**config.mk**
```make
export PLATFORM = sky130hd
export DESIGN_NAME = pd_speed_seq
export DESIGN_NICKNAME = d
export VERILOG_FILES = /design/src/rtl/pd_seq_pkg.sv /design/src/rtl/pd_limit_counter.sv /design/src/rtl/pd_seq_fsm.sv /design/src/rtl/pd_speed_seq.sv
export SDC_FILE = /design/constraint.sdc
export NUM_CORES = 1
export LEC_CHECK = 0
export CAP_MARGIN = 40
export CORE_ASPECT_RATIO = 1.5
export CORE_MARGIN = 2
export CORE_UTILIZATION = 60
export DETAILED_ROUTE_END_ITERATION = 8
export GPL_TIMING_DRIVEN = 1
export PLACE_DENSITY = 0.79
export SYNTH_ARGS = -nofsm -noshare
export SYNTH_HDL_FRONTEND = slang
export SYNTH_HIERARCHICAL = 1
export SYNTH_SLANG_ARGS = --single-unit
```
**constraint.sdc**
```tcl
create_clock -name clk -period 7.6 [get_ports clk]
set_clock_uncertainty 0.05 [all_clocks]
set_input_delay 1.52 -clock clk [delete_from_list [all_inputs] [get_ports clk]]
set_output_delay 1.52 -clock clk [all_outputs]
set_load 0.02 [all_outputs]
```
**src/rtl/pd_seq_pkg.sv**
```systemverilog
package pd_seq_pkg;

    typedef enum logic [1:0] {
        LS_IDLE = 2'b00,
        LS_OK   = 2'b01,
        LS_FAIL = 2'b10
    } link_stat_e;

    typedef enum logic [1:0] {
        SQ_NEG_WAIT,
        SQ_RECONF,
        SQ_INHIBIT,
        SQ_LOCKED
    } seq_state_e;

    localparam logic RATE_1G  = 1'b0;
    localparam logic RATE_10G = 1'b1;

endpackage

```
**src/rtl/pd_limit_counter.sv**
```systemverilog
module pd_limit_counter #(
    parameter int WIDTH  = 8,
    parameter int LIM_LO = 10,
    parameter int LIM_HI = 20
) (
    input  logic clk,
    input  logic rst_n,
    input  logic clr,
    input  logic en,
    input  logic sel_hi,
    output logic hit
);
    localparam logic [WIDTH-1:0] LAST_LO  = WIDTH'(LIM_LO - 1);
    localparam logic [WIDTH-1:0] LAST_HI  = WIDTH'(LIM_HI - 1);
    localparam logic [WIDTH-1:0] LAST_MAX = (LIM_HI > LIM_LO) ? LAST_HI : LAST_LO;

    logic [WIDTH-1:0] cnt;
    logic [WIDTH-1:0] last_sel;

    assign last_sel = sel_hi ? LAST_HI : LAST_LO;
    assign hit      = en && !clr && (cnt == last_sel);

    always_ff @(posedge clk or negedge rst_n) begin
        if (!rst_n) begin
            cnt <= '0;
        end else if (clr || hit) begin
            cnt <= '0;
        end else if (en) begin
            cnt <= cnt + 1'b1;
        end
    end

    // the window count never runs past the longer limit
    assert_cnt_bounded_R4: assert property (@(posedge clk) disable iff (!rst_n)
        cnt <= LAST_MAX);

endmodule

```
**src/rtl/pd_seq_fsm.sv**
```systemverilog
module pd_seq_fsm
    import pd_seq_pkg::*;
(
    input  logic       clk,
    input  logic       rst_n,
    input  logic       page,
    input  logic       lg_1g,
    input  logic       lg_10g,
    input  logic       ack,
    input  logic       sil_hit,
    input  logic       win_hit,
    output logic       sil_clr,
    output logic       sil_en,
    output logic       win_clr,
    output logic       win_en,
    output logic       rate,
    output logic       req,
    output logic [1:0] status,
    output logic       done
);
    seq_state_e state, nxt;
    logic       lg_active;

    assign lg_active = rate ? lg_10g : lg_1g;

    assign sil_en  = (state == SQ_NEG_WAIT);
    assign sil_clr = (state != SQ_NEG_WAIT) || page;
    assign win_en  = (state == SQ_INHIBIT);
    assign win_clr = (state != SQ_INHIBIT);

    always_comb begin
        nxt = state;
        unique case (state)
            SQ_NEG_WAIT: if (sil_hit) nxt = SQ_RECONF;
            SQ_RECONF: begin
                if (page)     nxt = SQ_NEG_WAIT;
                else if (ack) nxt = SQ_INHIBIT;
            end
            SQ_INHIBIT: begin
                if (page)           nxt = SQ_NEG_WAIT;
                else if (lg_active) nxt = SQ_LOCKED;
                else if (win_hit)   nxt = SQ_RECONF;
            end
            SQ_LOCKED: if (page) nxt = SQ_NEG_WAIT;
        endcase
    end

    always_ff @(posedge clk or negedge rst_n) begin
        if (!rst_n) state <= SQ_NEG_WAIT;
        else        state <= nxt;
    end

    always_ff @(posedge clk or negedge rst_n) begin
        if (!rst_n) begin
            rate   <= RATE_10G;
            req    <= 1'b0;
            status <= LS_IDLE;
            done   <= 1'b0;
        end else begin
            req  <= (nxt == SQ_RECONF);
            done <= (state == SQ_INHIBIT) && (nxt == SQ_LOCKED);
            if ((state == SQ_NEG_WAIT) && (nxt == SQ_RECONF))
                rate <= RATE_10G;
            else if ((state == SQ_INHIBIT) && (nxt == SQ_RECONF))
                rate <= ~rate;
            if (nxt == SQ_NEG_WAIT)
                status <= LS_IDLE;
            else if ((state == SQ_INHIBIT) && (nxt == SQ_RECONF))
                status <= LS_FAIL;
            else if ((state == SQ_INHIBIT) && (nxt == SQ_LOCKED))
                status <= LS_OK;
        end
    end

    assert_req_held_R3: assert property (@(posedge clk) disable iff (!rst_n)
        req && !ack && !page |=> req);

    assert_mode_stable_R3: assert property (@(posedge clk) disable iff (!rst_n)
        req |=> $stable(rate));

    assert_page_idle_R7: assert property (@(posedge clk) disable iff (!rst_n)
        page |=> (status == LS_IDLE) && !req);

    assert_done_single_R6: assert property (@(posedge clk) disable iff (!rst_n)
        done |=> !done);

    assert_done_ok_R6: assert property (@(posedge clk) disable iff (!rst_n)
        done |-> (status == LS_OK));

    assert_status_legal_R1: assert property (@(posedge clk) disable iff (!rst_n)
        status != 2'b11);

    assert_locked_quiet_R8: assert property (@(posedge clk) disable iff (!rst_n)
        (status == LS_OK) && !page |=> !req && (status == LS_OK));

endmodule

```
**src/rtl/pd_speed_seq.sv**
```systemverilog
module pd_speed_seq
    import pd_seq_pkg::*;
#(
    parameter int CLK_KHZ     = 125000,
    parameter int WIN10_MS    = 504,
    parameter int WIN1_MS     = 45,
    parameter int SILENCE_CYC = 1000,
    parameter bit DETECT_EN   = 1'b1
) (
    input  logic       clk,
    input  logic       rst_n,
    input  logic       an_page_seen,
    input  logic       link_good_1g,
    input  logic       link_good_10g,
    input  logic       reconf_ack,
    output logic       reconf_req,
    output logic       reconf_mode,
    output logic [1:0] link_status,
    output logic       done_pulse,
    output logic       done_rate
);
    localparam int WIN10_CYC = WIN10_MS * CLK_KHZ;
    localparam int WIN1_CYC  = WIN1_MS * CLK_KHZ;
    localparam int WIN_MAX   = (WIN10_CYC > WIN1_CYC) ? WIN10_CYC : WIN1_CYC;
    localparam int WIN_W     = $clog2(WIN_MAX) + 1;
    localparam int SIL_W     = $clog2(SILENCE_CYC) + 1;

    logic sil_clr, sil_en, sil_hit;
    logic win_clr, win_en, win_hit;
    logic rate;

    generate
        if (DETECT_EN) begin : g_detect
            pd_limit_counter #(
                .WIDTH (SIL_W),
                .LIM_LO(SILENCE_CYC),
                .LIM_HI(SILENCE_CYC)
            ) u_silence (
                .clk   (clk),
                .rst_n (rst_n),
                .clr   (sil_clr),
                .en    (sil_en),
                .sel_hi(1'b0),
                .hit   (sil_hit)
            );
        end else begin : g_no_detect
            assign sil_hit = 1'b0;
        end
    endgenerate

    pd_limit_counter #(
        .WIDTH (WIN_W),
        .LIM_LO(WIN1_CYC),
        .LIM_HI(WIN10_CYC)
    ) u_window (
        .clk   (clk),
        .rst_n (rst_n),
        .clr   (win_clr),
        .en    (win_en),
        .sel_hi(rate),
        .hit   (win_hit)
    );

    pd_seq_fsm u_fsm (
        .clk    (clk),
        .rst_n  (rst_n),
        .page   (an_page_seen),
        .lg_1g  (link_good_1g),
        .lg_10g (link_good_10g),
        .ack    (reconf_ack),
        .sil_hit(sil_hit),
        .win_hit(win_hit),
        .sil_clr(sil_clr),
        .sil_en (sil_en),
        .win_clr(win_clr),
        .win_en (win_en),
        .rate   (rate),
        .req    (reconf_req),
        .status (link_status),
        .done   (done_pulse)
    );

    assign reconf_mode = rate;
    assign done_rate   = rate;

endmodule

```
Word-level counts from Yosys, hierarchy flattened
Cells that the tools add are included.
{"block": "word_totals", "ff_bits": 45, "inputBits": 6, "out_inout_bits": 6, "word_cells": 56}
{"block": "op_classes", "addsub": 2, "eq_ne": 8, "muxes": 19, "bitwise": 1, "n_reduce_logical": 19}
{"operator": "two-way mux 27 bit", "n": 2}
{"operator": "adder 27 x 1 -> 27 bit (second input constant)", "n": 1}
{"operator": "equality test 27 bit", "n": 1}
{"operator": "two-way mux 26 bit", "n": 1}
{"operator": "two-way mux 11 bit", "n": 2}
{"operator": "two-way mux 2 bit", "n": 10}
{"operator": "adder 11 x 1 -> 11 bit (second input constant)", "n": 1}
{"operator": "equality test 11 x 10 -> 1 bit (second input constant)", "n": 1}
{"operator": "one-hot mux 2 bit (4 select lines)", "n": 1}
{"operator": "nonzero test 2 bit", "n": 4}
{"operator": "logical AND 1 bit", "n": 7}
{"operator": "equality test 2 bit (second input constant)", "n": 3}
{"operator": "equality test 2 x 1 -> 1 bit (second input constant)", "n": 2}
{"operator": "zero test 2 bit", "n": 2}
{"operator": "logical OR 1 bit", "n": 3}
{"operator": "two-way mux 1 bit", "n": 3}
{"operator": "nonzero test 3 bit", "n": 1}
{"operator": "zero test 1 bit", "n": 2}
{"operator": "!= test 2 bit (second input constant)", "n": 1}
{"operator": "inverter 1 bit", "n": 1}

Depth between registers and ports, before layout
Gate-level depths: netlist (run 1).
{"block": "depth", "word_depth": 13, "ltp_mapped": 12, "mapped_depth_nobuf": 9}

Hierarchy
The synthesis (run 1) kept the hierarchy.
{"module": "pd_limit_counter at u_window", "n_inst": 1, "cells_per_inst": 160, "area_each_um2": 1560.2, "seq_area_each_um2": 675.6}
{"module": "pd_limit_counter at g_detect.u_silence", "n_inst": 1, "cells_per_inst": 54, "area_each_um2": 571.8, "seq_area_each_um2": 275.3}
{"module": "pd_seq_fsm", "n_inst": 1, "cells_per_inst": 41, "area_each_um2": 384.1, "seq_area_each_um2": 176.4}
{"module": "pd_speed_seq", "n_inst": 1, "cells_per_inst": 2, "area_each_um2": 11.3, "seq_area_each_um2": 0.0}

Least setup slack after synthesis (run 1)
OpenSTA, ideal clock, no wires.
{"block": "synth_timing", "path_type": "flip-flop to flip-flop", "start": "register u_fsm.state[0]", "end": "register u_fsm.status[0]", "setup_time_ns": 0.123, "arrival_time_ns": 3.255, "required_time_ns": 7.427, "slack_ns": 4.173, "stages_incl_launch_ff": 12, "n_path_buf": 3, "period_less_slack_ns": 3.427, "cell_sequence": "dfrtp_1 > clkbuf_2 > or2b_2 > buf_2 > or4b_1 > or4_4 > a2111oi_4 > buf_6 > nor2_1 > a211o_2 > a31oi_1 > a21oi_1"}
{"block": "synth_via", "elab_chain_cells": 12, "elab_cells_between_ends": 29, "classes_between": "eq/ne (6); mux (10); reduce/logical (13)"}
{"item": "from (decl)", "line": "pd_seq_fsm.sv:21", "text": "seq_state_e state, nxt;"}
{"item": "from (signal assigned)", "line": "pd_seq_fsm.sv:50", "text": "else state <= nxt;"}
{"item": "!= test 2 bit (*)", "line": "pd_seq_fsm.sv:29", "text": "assign win_clr = (state != SQ_INHIBIT);"}
{"item": "net win_clr", "line": "pd_speed_seq.sv:29", "text": "logic win_clr, win_en, win_hit;"}
{"item": "zero test 1 bit (*)", "line": "pd_limit_counter.sv:21", "text": "assign hit = en && !clr && (cnt == last_sel);"}
{"item": "logical AND 1 bit (*) (2 in series)", "line": "pd_limit_counter.sv:21"}
{"item": "net win_hit", "line": "pd_speed_seq.sv:29"}
{"item": "two-way mux 2 bit (*)", "line": "pd_seq_fsm.sv:42", "text": "else if (win_hit) nxt = SQ_RECONF;"}
{"item": "two-way mux 2 bit (*)", "line": "pd_seq_fsm.sv:41", "text": "else if (lg_active) nxt = SQ_LOCKED;"}
{"item": "two-way mux 2 bit (*)", "line": "pd_seq_fsm.sv:40", "text": "if (page) nxt = SQ_NEG_WAIT;"}
{"item": "one-hot mux 2 bit (4 select lines) (*)", "line": "pd_seq_fsm.sv:33", "text": "unique case (state)"}
{"item": "equality test 2 x 1 -> 1 bit", "line": "pd_seq_fsm.sv:68", "text": "else if ((state == SQ_INHIBIT) && (nxt == SQ_RECONF))"}
{"item": "logical AND 1 bit", "line": "pd_seq_fsm.sv:68"}
{"item": "two-way mux 2 bit", "line": "pd_seq_fsm.sv:68"}
{"item": "two-way mux 2 bit", "line": "pd_seq_fsm.sv:66", "text": "if (nxt == SQ_NEG_WAIT)"}
{"item": "to (signal assigned)", "line": "pd_seq_fsm.sv:67", "text": "status <= LS_IDLE;"}
{"item": "to (signal assigned)", "line": "pd_seq_fsm.sv:69", "text": "status <= LS_FAIL;"}
{"item": "to (signal assigned)", "line": "pd_seq_fsm.sv:71", "text": "status <= LS_OK;"}
{"item": "to (decl)", "line": "pd_seq_fsm.sv:18", "text": "output logic [1:0] status,"}
Mark *: on every way through the listed nets, which the timed path passes. The rest lies on a longest branch.
A chain may end at the register's enable or synchronous reset.

Worst setup path after layout (run 1)
{"block": "layout_timing", "start": "register u_fsm.state[1]", "end": "register u_fsm.rate"}
{"block": "layout_via", "elab_chain_cells": 11, "elab_cells_between_ends": 26, "classes_between": "eq/ne (5); mux (9); reduce/logical (12)"}
{"item": "!= test 2 bit (*)", "line": "pd_seq_fsm.sv:29"}
{"item": "net win_clr", "line": "pd_speed_seq.sv:29"}
{"item": "zero test 1 bit (*)", "line": "pd_limit_counter.sv:21"}
{"item": "logical AND 1 bit (*) (2 in series)", "line": "pd_limit_counter.sv:21"}
{"item": "net win_hit", "line": "pd_speed_seq.sv:29"}
{"item": "two-way mux 2 bit (*)", "line": "pd_seq_fsm.sv:42"}
{"item": "two-way mux 2 bit (*)", "line": "pd_seq_fsm.sv:41"}
{"item": "two-way mux 2 bit (*)", "line": "pd_seq_fsm.sv:40"}
{"item": "one-hot mux 2 bit (4 select lines) (*)", "line": "pd_seq_fsm.sv:33"}
{"item": "equality test 2 x 1 -> 1 bit (*)", "line": "pd_seq_fsm.sv:62, pd_seq_fsm.sv:64"}
{"item": "logical AND 1 bit, on equally long branches", "line": "pd_seq_fsm.sv:62, pd_seq_fsm.sv:64"}
{"item": "two-way mux 1 bit / nonzero test 2 bit (equally long branches)"}
{"item": "to (signal assigned)", "line": "pd_seq_fsm.sv:65", "text": "rate <= ~rate;"}
{"item": "to (decl)", "line": "pd_seq_fsm.sv:16", "text": "output logic rate,"}
Marked as above.

==> metrics.csv, run 1 <==
stage,metric,value,unit
outcome,status,"finished, final reports clean",
detailed_routing,vias per cell,6.62,
logic_synthesis,Syn Inst Count,256,
setup_path,Reg2Reg Depth,7,
detailed_routing,final wirelength,5090,um
place,placed cell areas,0.00263,mm2
clocking,CTS tree,built,
setup_path,crit-path leading delay family,simple AND/OR/NAND/NOR gates,
grt,busiest grt layer,met2,
setup_path,CP Cell Sequence,"or2b_2, or4b_1, or4_4, a2111oi_4, a311o_1, a311oi_1, a311oi_1",
place,DP HPWL,3520,um
layout,Area Growth Syn to Fin,7.78,%
setup_path,Critical Path Sink Type,register,
setup_path,Crit path largest cell delay,0.58,ns
setup_path,WP depth,7,
layout,layout cells sized above 1,9.16,%
power_and_ir_drop,PwrDens,165,mW/mm2
floorplan,DIE AREA,0.00475,mm2
sta,unrepaired setup endpoints after global routing,no,
grt,first-pass GRT wire length,9040,um
setup_path,Critical Path RT,7.76,ns
logic_synthesis,Mapped Area,0.00252,mm2
setup_path,WP buf/inv,0,
grt,initial antenna violation count,0,
hold_path,type of the worst min-delay path,reg2reg,
sta,actual slew at the worst max-slew pin,0.717,ns
clocking,post_cts resized,0,
logic_synthesis,syn_nets,264,
grt,remaining global-route overflow,0,
setup_path,r2r endpoint,u_fsm/rate,
place,pre-CTS setup slack,3.93,ns
setup_path,R2R Setup Slk,4.16,ns
clocking,Clock Path Buffers,2,
setup_path,Critical-path top delay cell,or2b_2,
floorplan,Die Ht,83.4,um
clocking,TritonCTS Buffers,5,
floorplan,die width,57.0,um
grt,M1 GR Usage,29.9,%
setup_path,CP max FO,30,
detailed_routing,number of remaining DRC errors,0,
floorplan,Initial Util,63.2,%
grt,met2 Resource Use GR,40.9,%
floorplan,# rows,28,
sta,Final Max Tran Viols,0,
sta,Fin. Hold Viols,0,
detailed_routing,number of DRC markers in iteration 0,64,
grt,grt met3 use,4.05,%
grt,vias in the first global route,1975,
clocking,clock-pin slew on the worst setup and hold paths,0.09,ns
run,max_cap viols,0,
power_and_ir_drop,static leakage,0.932,nW
clocking,post-CTS setup buffers,0,
clocking,clk_lat worst skew,0.30,ns
clocking,Root Buffer,clkbuf_8,
logic_synthesis,YS warnings,6,
setup_path,CP arrival,3.60,ns
sta,fmax,291,MHz
setup_path,Critical path destination,u_fsm/rate,
floorplan,I/O pin count,12,
clocking,Clock Sinks,45,
setup_path,kind of critical path,reg2reg,
logic_synthesis,Mean Syn Cell Area,9.86,um2
setup_path,startpoint types,register,
layout,nets,269,
sta,worst rel slew slack,52.0,%
place,IO Port Bufs,11,
power_and_ir_drop,peak supply drop,0.000179,V
clocking,"Hold-fix buffers, CTS",0,
grt,largest net degree at the start of global routing,31,
clocking,H-Tree Depth,2,
sta,Setup TNS,0,ns
detailed_routing,Via Count,2032,
setup_path,Reg2Reg Launch Point,u_fsm/state[1],
layout,ant diodes,0,
layout,final instance area,0.00272,mm2
sta,crit path time final,3.44,ns
detailed_routing,Routed Antenna Nets,0,
detailed_routing,Pre-Repair DR Iteration Count,4,
hold_path,min-delay src,u_fsm/status[0],
sta,setup violators final,0,
grt,GRT Total Usage,23.7,%
sta,final worst setup slack,4.16,ns
floorplan,Placeable Area,0.00399,mm2
sta,fin crit share,45.3,%
place,RePlAce Congestion,0.785,
detailed_routing,Routed WL per cell,16.6,um
setup_path,cell mode on critical path,a311oi_1,
setup_path,CP startpoint,u_fsm/state[1],
-- area by class of cell --
class | instances | area (um2)
Clock buffer | 5 | 68.8
Clock inverter | 3 | 22.5
Fill cell | 321 | 1270
Inverter | 12 | 45.0
Multi-Input combinational cell | 184 | 1260
Sequential cell | 45 | 1130
Tap cell | 45 | 56.3
Timing Repair Buffer | 13 | 140
-- metal layers --
| metal | share of wire (%) | up-vias | routed length [um] |
|---|---|---|---|
| met4 | 1.2 | 0 | 63 |
| met1 | 43 | 1008 | 2190 |
| met2 | 53 | 30 | 2690 |
| met5 | 0 | - | 0 |
| met3 | 2.9 | 7 | 150 |
| li1 | - | 987 | - |
-- state kept, by name (all words and copies together) (netlist names) --
signal / count
u_fsm/done: 1
u_fsm/status: 2
u_window/cnt: 27
u_fsm/state: 2
g_detect.u_silence/cnt: 11
u_fsm/req: 1
u_fsm/rate: 1
-- metrics by stage --
| stage | instances | hold WS, ns | total power [W] | util, % |
|---|---|---|---|---|
| 2_1_floorplan | 256 | 0.462 | 0.000284 | - |
| 3_3_place_gp | 298 | 0.454 | 0.000302 | 65.1 |
| 3_5_place_dp | 299 | 0.461 | 0.000305 | 65.8 |
| 4_1_cts | 307 | 0.478 | 0.000454 | 68.1 |
| 5_1_grt | 307 | 0.513 | 0.000470 | 68.1 |
| 6_report | 307 | 0.474 | 0.000450 | 68.1 |
-- report_power, final --
group	leakage, nW	switching (W)	internal (W)	total (W)
logic	0.272	0.0000226	0.0000210	0.0000436
registers	0.623	0.0000107	0.000246	0.000257
clock network	0.0364	0.0000851	0.0000645	0.000150
total	0.932	0.000118	0.000331	0.000450
-- placed cells by master (no fill, tap or decap), types with 5 or more instances in the layout --
cell type,instances
or3_1,10
a211oi_1,14
xnor2_1,11
o31ai_1,11
or4_1,15
a21oi_1,8
nand3_1,10
nor2_1,15
o21ai_0,9
inv_1,12
nand2_1,13
clkdlybuf4s50_1,10
nor3_1,15
nand4_1,14
clkbuf_8,5
xor2_1,5
dfrtp_1,44
-- worst min-delay path, stage by stage (launching register included) --
cell	delay, ns
dfrtp_1	0.39
inv_1	0.05
a21oi_1	0.05
-- how the worst min path moves through the flow --
| stage | cells after the start | end | slack [ns] |
|---|---|---|---|
| CTS | 2 | u_fsm/status[0] | 0.48 |
| finish | 2 | u_fsm/status[0] | 0.47 |
| floorplan | 2 | g_detect.u_silence/cnt[10] | 0.46 |
| global route | 2 | u_fsm/status[0] | 0.51 |
| detailed placement | 2 | u_fsm/status[0] | 0.46 |
| global placement | 2 | u_fsm/status[0] | 0.45 |
Note: power is estimated with default switching activity, not from simulation.
==> run 2, diff against run 1 <==
Clock period 7.6 ns to 3.54 ns, I/O delays scaled along.
==> run 2 against run 1 <==
Sequential power up 110%. Via count down 0.54%. Global-route usage up 0.32 points. Wire length up 3.5%. Final cell count up 0.65%. Critical path depth unchanged. First-iteration DRC count up 86%. Register-to-register slack worse by 3.9 ns. Cell area about the same. Clock power up 110%. Hold slack worse by 0.20 ns. Maximum frequency up 5.9%. Critical endpoint unchanged. Largest cell class unchanged.
==> metrics.csv, run 2 (synthesized netlist as in run 1, its figures left out) <==
stage,metric,value,unit,change
clocking,Root Buffer,clkbuf_8,,unchanged
detailed_routing,number of remaining DRC errors,0,,unchanged
floorplan,die width,57.0,um,unchanged
setup_path,CP max FO,15,,was 30
sta,setup violators final,0,,unchanged
floorplan,Placeable Area,0.00399,mm2,unchanged
sta,fmax,308,MHz,was 291 MHz
detailed_routing,Routed Antenna Nets,0,,unchanged
place,IO Port Bufs,11,,unchanged
sta,Setup TNS,0,ns,unchanged
layout,final core utilization,68.1,%,about the same
setup_path,CP arrival,3.39,ns,was 3.60 ns
grt,grt met3 use,3.74,%,was 4.05%
layout,"commonest non-fill, non-tap cell in the layout",dfrtp_1,,unchanged
clocking,TritonCTS Buffers,5,,unchanged
setup_path,Critical Path Sink Type,register,,unchanged
sta,Min Hold Slack,0.276,ns,was 0.474 ns
floorplan,I/O pin count,12,,unchanged
floorplan,Die Ht,83.4,um,unchanged
layout,register area,0.00113,mm2,unchanged
outcome,status,"finished, final reports clean",,unchanged
setup_path,cell mode on critical path,a311oi_1,,unchanged
place,RePlAce Congestion,0.822,,was 0.785
layout,FILL cells,340,,was 321
setup_path,startpoint types,register,,unchanged
clocking,Clock Sinks,45,,unchanged
grt,first-pass GRT wire length,9150,um,was 9040 um
detailed_routing,final wirelength,5270,um,was 5090 um
layout,most frequent cells in the layout,"44 x dfrtp_1, 15 x nor2_1, 15 x or4_1, 15 x nor3_1",,unchanged
setup_path,CP Cell Sequence,"or2b_2, or4b_1, or4_4, a2111oi_4, a311o_1, a311oi_1, a311oi_1",,unchanged
power_and_ir_drop,static leakage,0.945,nW,was 0.932 nW
grt,initial antenna violation count,0,,unchanged
setup_path,Critical Path RT,3.68,ns,was 7.76 ns
layout,ant diodes,0,,unchanged
sta,worst rel slew slack,68.5,%,was 52.0%
detailed_routing,number of DRC markers in iteration 0,119,,was 64
grt,busiest grt layer,met2,,unchanged
detailed_routing,vias per cell,6.54,,was 6.62
layout,nets,271,,was 269
grt,vias in the first global route,1954,,was 1975
setup_path,kind of critical path,reg2reg,,unchanged
layout,max reg flops,27,,unchanged
floorplan,# rows,28,,unchanged
clocking,clock-pin slew on the worst setup and hold paths,0.08,ns,was 0.09 ns
setup_path,Crit path largest cell delay,0.56,ns,was 0.58 ns
clocking,"Hold-fix buffers, CTS",0,,unchanged
detailed_routing,Routed WL per cell,17.1,um,was 16.6 um
clocking,Clock Path Buffers,2,,unchanged
grt,remaining global-route overflow,0,,unchanged
power_and_ir_drop,peak supply drop,0.000315,V,was 0.000179 V
floorplan,Initial Util,63.2,%,unchanged
grt,GRT Total Usage,24.0,%,was 23.7%
detailed_routing,Via Count,2021,,was 2032
hold_path,type of the worst min-delay path,in2async,,was reg2reg
floorplan,DIE AREA,0.00475,mm2,unchanged
clocking,post-CTS setup buffers,0,,unchanged
power_and_ir_drop,PwrDens,351,mW/mm2,was 165 mW/mm2
run,max_cap viols,0,,unchanged
grt,met2 Resource Use GR,41.9,%,was 40.9%
layout,layout cells sized above 1,9.47,%,was 9.16%
sta,unrepaired setup endpoints after global routing,no,,unchanged
place,DP HPWL,3710,um,was 3520 um
layout,Biggest register,u_window/cnt,,unchanged
sta,Fin. Hold Viols,0,,unchanged
grt,largest net degree at the start of global routing,31,,unchanged
setup_path,Critical-path top delay cell,or4b_1,,was or2b_2
layout,Regs by FF count,"u_window/cnt: 27 flops, g_detect.u_silence/cnt: 11 flops",,unchanged
clocking,post_cts resized,0,,unchanged
clocking,H-Tree Depth,2,,unchanged
detailed_routing,Pre-Repair DR Iteration Count,4,,unchanged
layout,multi-input logic area,0.00126,mm2,unchanged
sta,actual slew at the worst max-slew pin,0.473,ns,was 0.717 ns
layout,Area Growth Syn to Fin,7.73,%,was 7.78%
sta,Final Max Tran Viols,0,,unchanged
sta,fin crit share,91.8,%,was 45.3%
clocking,CTS tree,built,,unchanged
clocking,clk_lat worst skew,0.29,ns,was 0.30 ns
grt,M1 GR Usage,29.3,%,was 29.9%
sta,crit path time final,3.25,ns,was 3.44 ns
-- run 2: cell count changes in the layout (fill, tap and decap cells not counted) --
cell	previous run	this run
clkinvlp_4	3	0
buf_16	1	0
clkinv_2	0	2
buf_4	1	3
clkbuf_1	0	1
buf_12	0	1
-- run 2: final cells by class --
cell class / instances / area share (%)
flip-flops and latches: 45 / 41.5
inverters: 12 / 1.66
clock inverters: 2 / 0.368
well taps: 45 / 2.07
repair buffers: 15 / 5.43
multi-input cells: 184 / 46.3
clock buffers: 6 / 2.67
-- run 2: power breakdown --
| part | switching [W] | total (W) | internal [W] | leakage (nW) |
|---|---|---|---|---|
| Clock | 0.000173 | 0.000310 | 0.000137 | 0.0450 |
| Sequential | 0.0000239 | 0.000552 | 0.000528 | 0.623 |
| Combinational | 0.0000489 | 0.0000934 | 0.0000445 | 0.277 |
| Total | 0.000246 | 0.000955 | 0.000710 | 0.945 |
-- run 2: critical path, delay by kind of cell (launching register included) --
family | cells | cell delay, ns
and+or+nand+nor | 3 | 1.47
DFF | 1 | 0.47
AOI/OAI and AO/OA | 4 | 1.15
-- run 2: final timing paths --
| path | cells past startpoint | endpoint | slack [ns] | from |
|---|---|---|---|---|
| max in group asynchronous | 2 | u_fsm/rate | 2.62 | rst_n |
| min in group clk | 2 | u_fsm/status[0] | 0.47 | u_fsm/status[0] |
| setup reg to reg | 7 | u_fsm/rate | 0.29 | u_fsm/state[1] |
| hold / removal | 1 | u_window/cnt[24] | 0.28 | rst_n |
| setup / recovery | 7 | u_fsm/rate | 0.29 | u_fsm/state[1] |
| hold reg to reg | 2 | u_fsm/status[0] | 0.47 | u_fsm/status[0] |
-- run 2: metrics by stage --
step | setup WS, ns | area [um2] | power [W] | instances
final | 0.291 | 2720 | 0.000955 | 309
after CTS | 0.279 | 2720 | 0.000960 | 309
after detailed placement | 0.297 | 2640 | 0.000657 | 301
after global routing | 0.0740 | 2720 | 0.000990 | 309
after global placement | 0.320 | 2620 | 0.000652 | 300
after floorplan | 0.113 | 2520 | 0.000609 | 256
-- run 2: layer usage --
layer	wire length, um	part of all wire [%]
met5	0	0
met4	65	1.2
met3	173	3.3
met2	2820	53
met1	2210	42
==> run 3, diff against run 2 <==
Settings changed: CAP_MARGIN 40 to not set.
==> run 3 against run 2 <==
Total power down 0.46%. Cell area is 0.74% lower. Sequential cell count stayed put. Final cell count down 0.32%. Hold slack better by 0.20 ns. Combinational power down 2.9%. Clock-buffer cell count is the same. Sequential share of layout area is 0.31 points higher. Critical path type unchanged. Clock power barely moved. Largest power group unchanged. Highest routed layer unchanged. Non-clock buffer count shrank 1. Register-to-register slack about the same. Critical path depth is the same.
==> metrics.csv, run 3 (synthesized netlist as in run 1, its figures left out) <==
stage,metric,value,unit,change
sta,Min Hold Slack,0.479,ns,was 0.276 ns
setup_path,Critical Path RT,3.69,ns,was 3.68 ns
detailed_routing,Routed Antenna Nets,0,,unchanged
grt,remaining global-route overflow,0,,unchanged
grt,initial antenna violation count,0,,unchanged
layout,Area Growth Syn to Fin,6.94,%,was 7.73%
floorplan,Die Ht,83.4,um,unchanged
power_and_ir_drop,proportion of power drawn by flip-flops and latches,57.9,%,was 57.8%
layout,Biggest register,u_window/cnt,,unchanged
clocking,clock-pin slew on the worst setup and hold paths,0.08,ns,about the same
outcome,status,"finished, final reports clean",,unchanged
detailed_routing,Pre-Repair DR Iteration Count,4,,unchanged
detailed_routing,top layer in use,met4,,unchanged
power_and_ir_drop,Clk pwr share,32.6,%,was 32.4%
detailed_routing,WL met1,2100,um,was 2210 um
place,DP HPWL,3570,um,was 3710 um
detailed_routing,final wirelength,5120,um,was 5270 um
floorplan,Initial Util,63.2,%,unchanged
layout,ant diodes,0,,unchanged
power_and_ir_drop,switching part of the total,25.6,%,was 25.7%
clocking,clk_lat worst skew,0.30,ns,was 0.29 ns
place,RePlAce Congestion,0.822,,unchanged
floorplan,Placeable Area,0.00399,mm2,unchanged
clocking,CTS tree,built,,unchanged
floorplan,# rows,28,,unchanged
sta,Final Max Tran Viols,0,,unchanged
detailed_routing,number of remaining DRC errors,0,,unchanged
sta,setup violators final,0,,unchanged
grt,GRT Total Usage,23.1,%,was 24.0%
layout,register area,0.00113,mm2,unchanged
power_and_ir_drop,PwrDens,352,mW/mm2,was 351 mW/mm2
sta,unrepaired setup endpoints after global routing,no,,unchanged
power_and_ir_drop,Switch Pwr,0.000243,W,was 0.000246 W
layout,multi-input logic area,0.00126,mm2,unchanged
setup_path,startpoint types,register,,unchanged
clocking,post_cts resized,0,,unchanged
detailed_routing,Via Count,2037,,was 2021
grt,vias in the first global route,1900,,was 1954
clocking,H-Tree Depth,2,,unchanged
power_and_ir_drop,part of the power in combinational logic,9.5,%,was 9.8%
detailed_routing,vias per cell,6.61,,was 6.54
clocking,Clock Path Buffers,2,,unchanged
layout,FILL cells,330,,was 340
power_and_ir_drop,static leakage,0.936,nW,was 0.945 nW
floorplan,die width,57.0,um,unchanged
hold_path,type of the worst min-delay path,reg2reg,,was in2async
setup_path,R2R Setup Slk,0.29,ns,about the same
sta,worst rel slew slack,35.7,%,was 68.5%
sta,actual slew at the worst max-slew pin,0.965,ns,was 0.473 ns
detailed_routing,met2 wire length,2780,um,was 2820 um
sta,Setup TNS,0,ns,unchanged
layout,"commonest non-fill, non-tap cell in the layout",dfrtp_1,,unchanged
detailed_routing,Routed WL per cell,16.6,um,was 17.1 um
clocking,TritonCTS Buffers,5,,unchanged
clocking,Root Buffer,clkbuf_8,,unchanged
place,IO Port Bufs,11,,unchanged
setup_path,kind of critical path,reg2reg,,unchanged
detailed_routing,number of DRC markers in iteration 0,111,,was 119
run,max_cap viols,0,,unchanged
grt,first-pass GRT wire length,8910,um,was 9150 um
detailed_routing,WL met3,195,um,was 173 um
layout,most frequent cells in the layout,"44 x dfrtp_1, 15 x nor2_1, 15 x or4_1, 15 x nor3_1",,unchanged
clocking,"Hold-fix buffers, CTS",0,,unchanged
grt,largest net degree at the start of global routing,46,,was 31
setup_path,CP arrival,3.40,ns,was 3.39 ns
clocking,Clock Sinks,45,,unchanged
floorplan,DIE AREA,0.00475,mm2,unchanged
layout,layout cells sized above 1,9.13,%,was 9.47%
power_and_ir_drop,peak supply drop,0.000343,V,was 0.000315 V
sta,fmax,308,MHz,about the same
power_and_ir_drop,cell internal pwr,0.000707,W,was 0.000710 W
floorplan,I/O pin count,12,,unchanged
setup_path,Critical Path Sink Type,register,,unchanged
layout,nets,270,,was 271
layout,final core utilization,67.6,%,was 68.1%
clocking,post-CTS setup buffers,0,,unchanged
layout,max reg flops,27,,unchanged
sta,fin crit share,91.8,%,about the same
setup_path,CP max FO,15,,unchanged
layout,Regs by FF count,"u_window/cnt: 27 flops, g_detect.u_silence/cnt: 11 flops",,unchanged
sta,crit path time final,3.25,ns,about the same
sta,Fin. Hold Viols,0,,unchanged
run 3: changes by cell type in the layout (fill, tap and decap cells not counted):
| cell | change |
|---|---|
| buf_12 | -1 |
run 3: path summary, 6_finish.rpt:
| check | end | cells after the start | from |
|---|---|---|---|
| max | u_fsm/rate | 7 | u_fsm/state[1] |
| min | u_fsm/status[0] | 2 | u_fsm/status[0] |
| max reg2reg | u_fsm/rate | 7 | u_fsm/state[1] |
| min reg2reg | u_fsm/status[0] | 2 | u_fsm/status[0] |
| max in group asynchronous | u_window/cnt[24] | 1 | rst_n |
| min in group asynchronous | u_fsm/done | 1 | rst_n |
run 3: layout make-up:
class	count	area share [%]
Tap cell	45	2.09
Clock buffer	6	2.69
Inverter	12	1.67
Sequential cell	45	41.8
Timing Repair Buffer	14	4.73
Multi-Input combinational cell	184	46.7
Clock inverter	2	0.371
run 3: stage by stage:
stage                     cells  instance area [um2]  worst slack [ns]  power [W]
final                       308                 2700             0.289   0.000951
after global routing        308                 2700            0.0548   0.000988
after CTS                   308                 2700             0.278   0.000958
after detailed placement    300                 2620             0.299   0.000654
after global placement      300                 2620             0.320   0.000652
after floorplan             256                 2520             0.113   0.000609
run 3: metal layers:
metal / global-route usage [%] / vias up
met5: 0 / -
met4: 5.29 / 0
met2: 40.2 / 38
met1: 29.5 / 1011
li1: - / 982
met3: 4.05 / 6
run 3: worst max-delay path: stages, from the launching register on:
cell and delay [ns]:
dfrtp_1 0.48, or2b_2 0.45, or4b_1 0.55, or4_4 0.45, a2111oi_4 0.42, a311o_1 0.36
a311oi_1 0.12, a311oi_1 0.27
run 3: power by group through the flow:
stage	logic (W)	registers, W	clock network (W)
after floorplan	0.0000474	0.000562	0
after global placement	0.0000916	0.000561	0
after detailed placement	0.0000922	0.000562	0
after CTS	0.0000923	0.000551	0.000315
after global routing	0.0000997	0.000554	0.000334
final	0.0000907	0.000550	0.000310
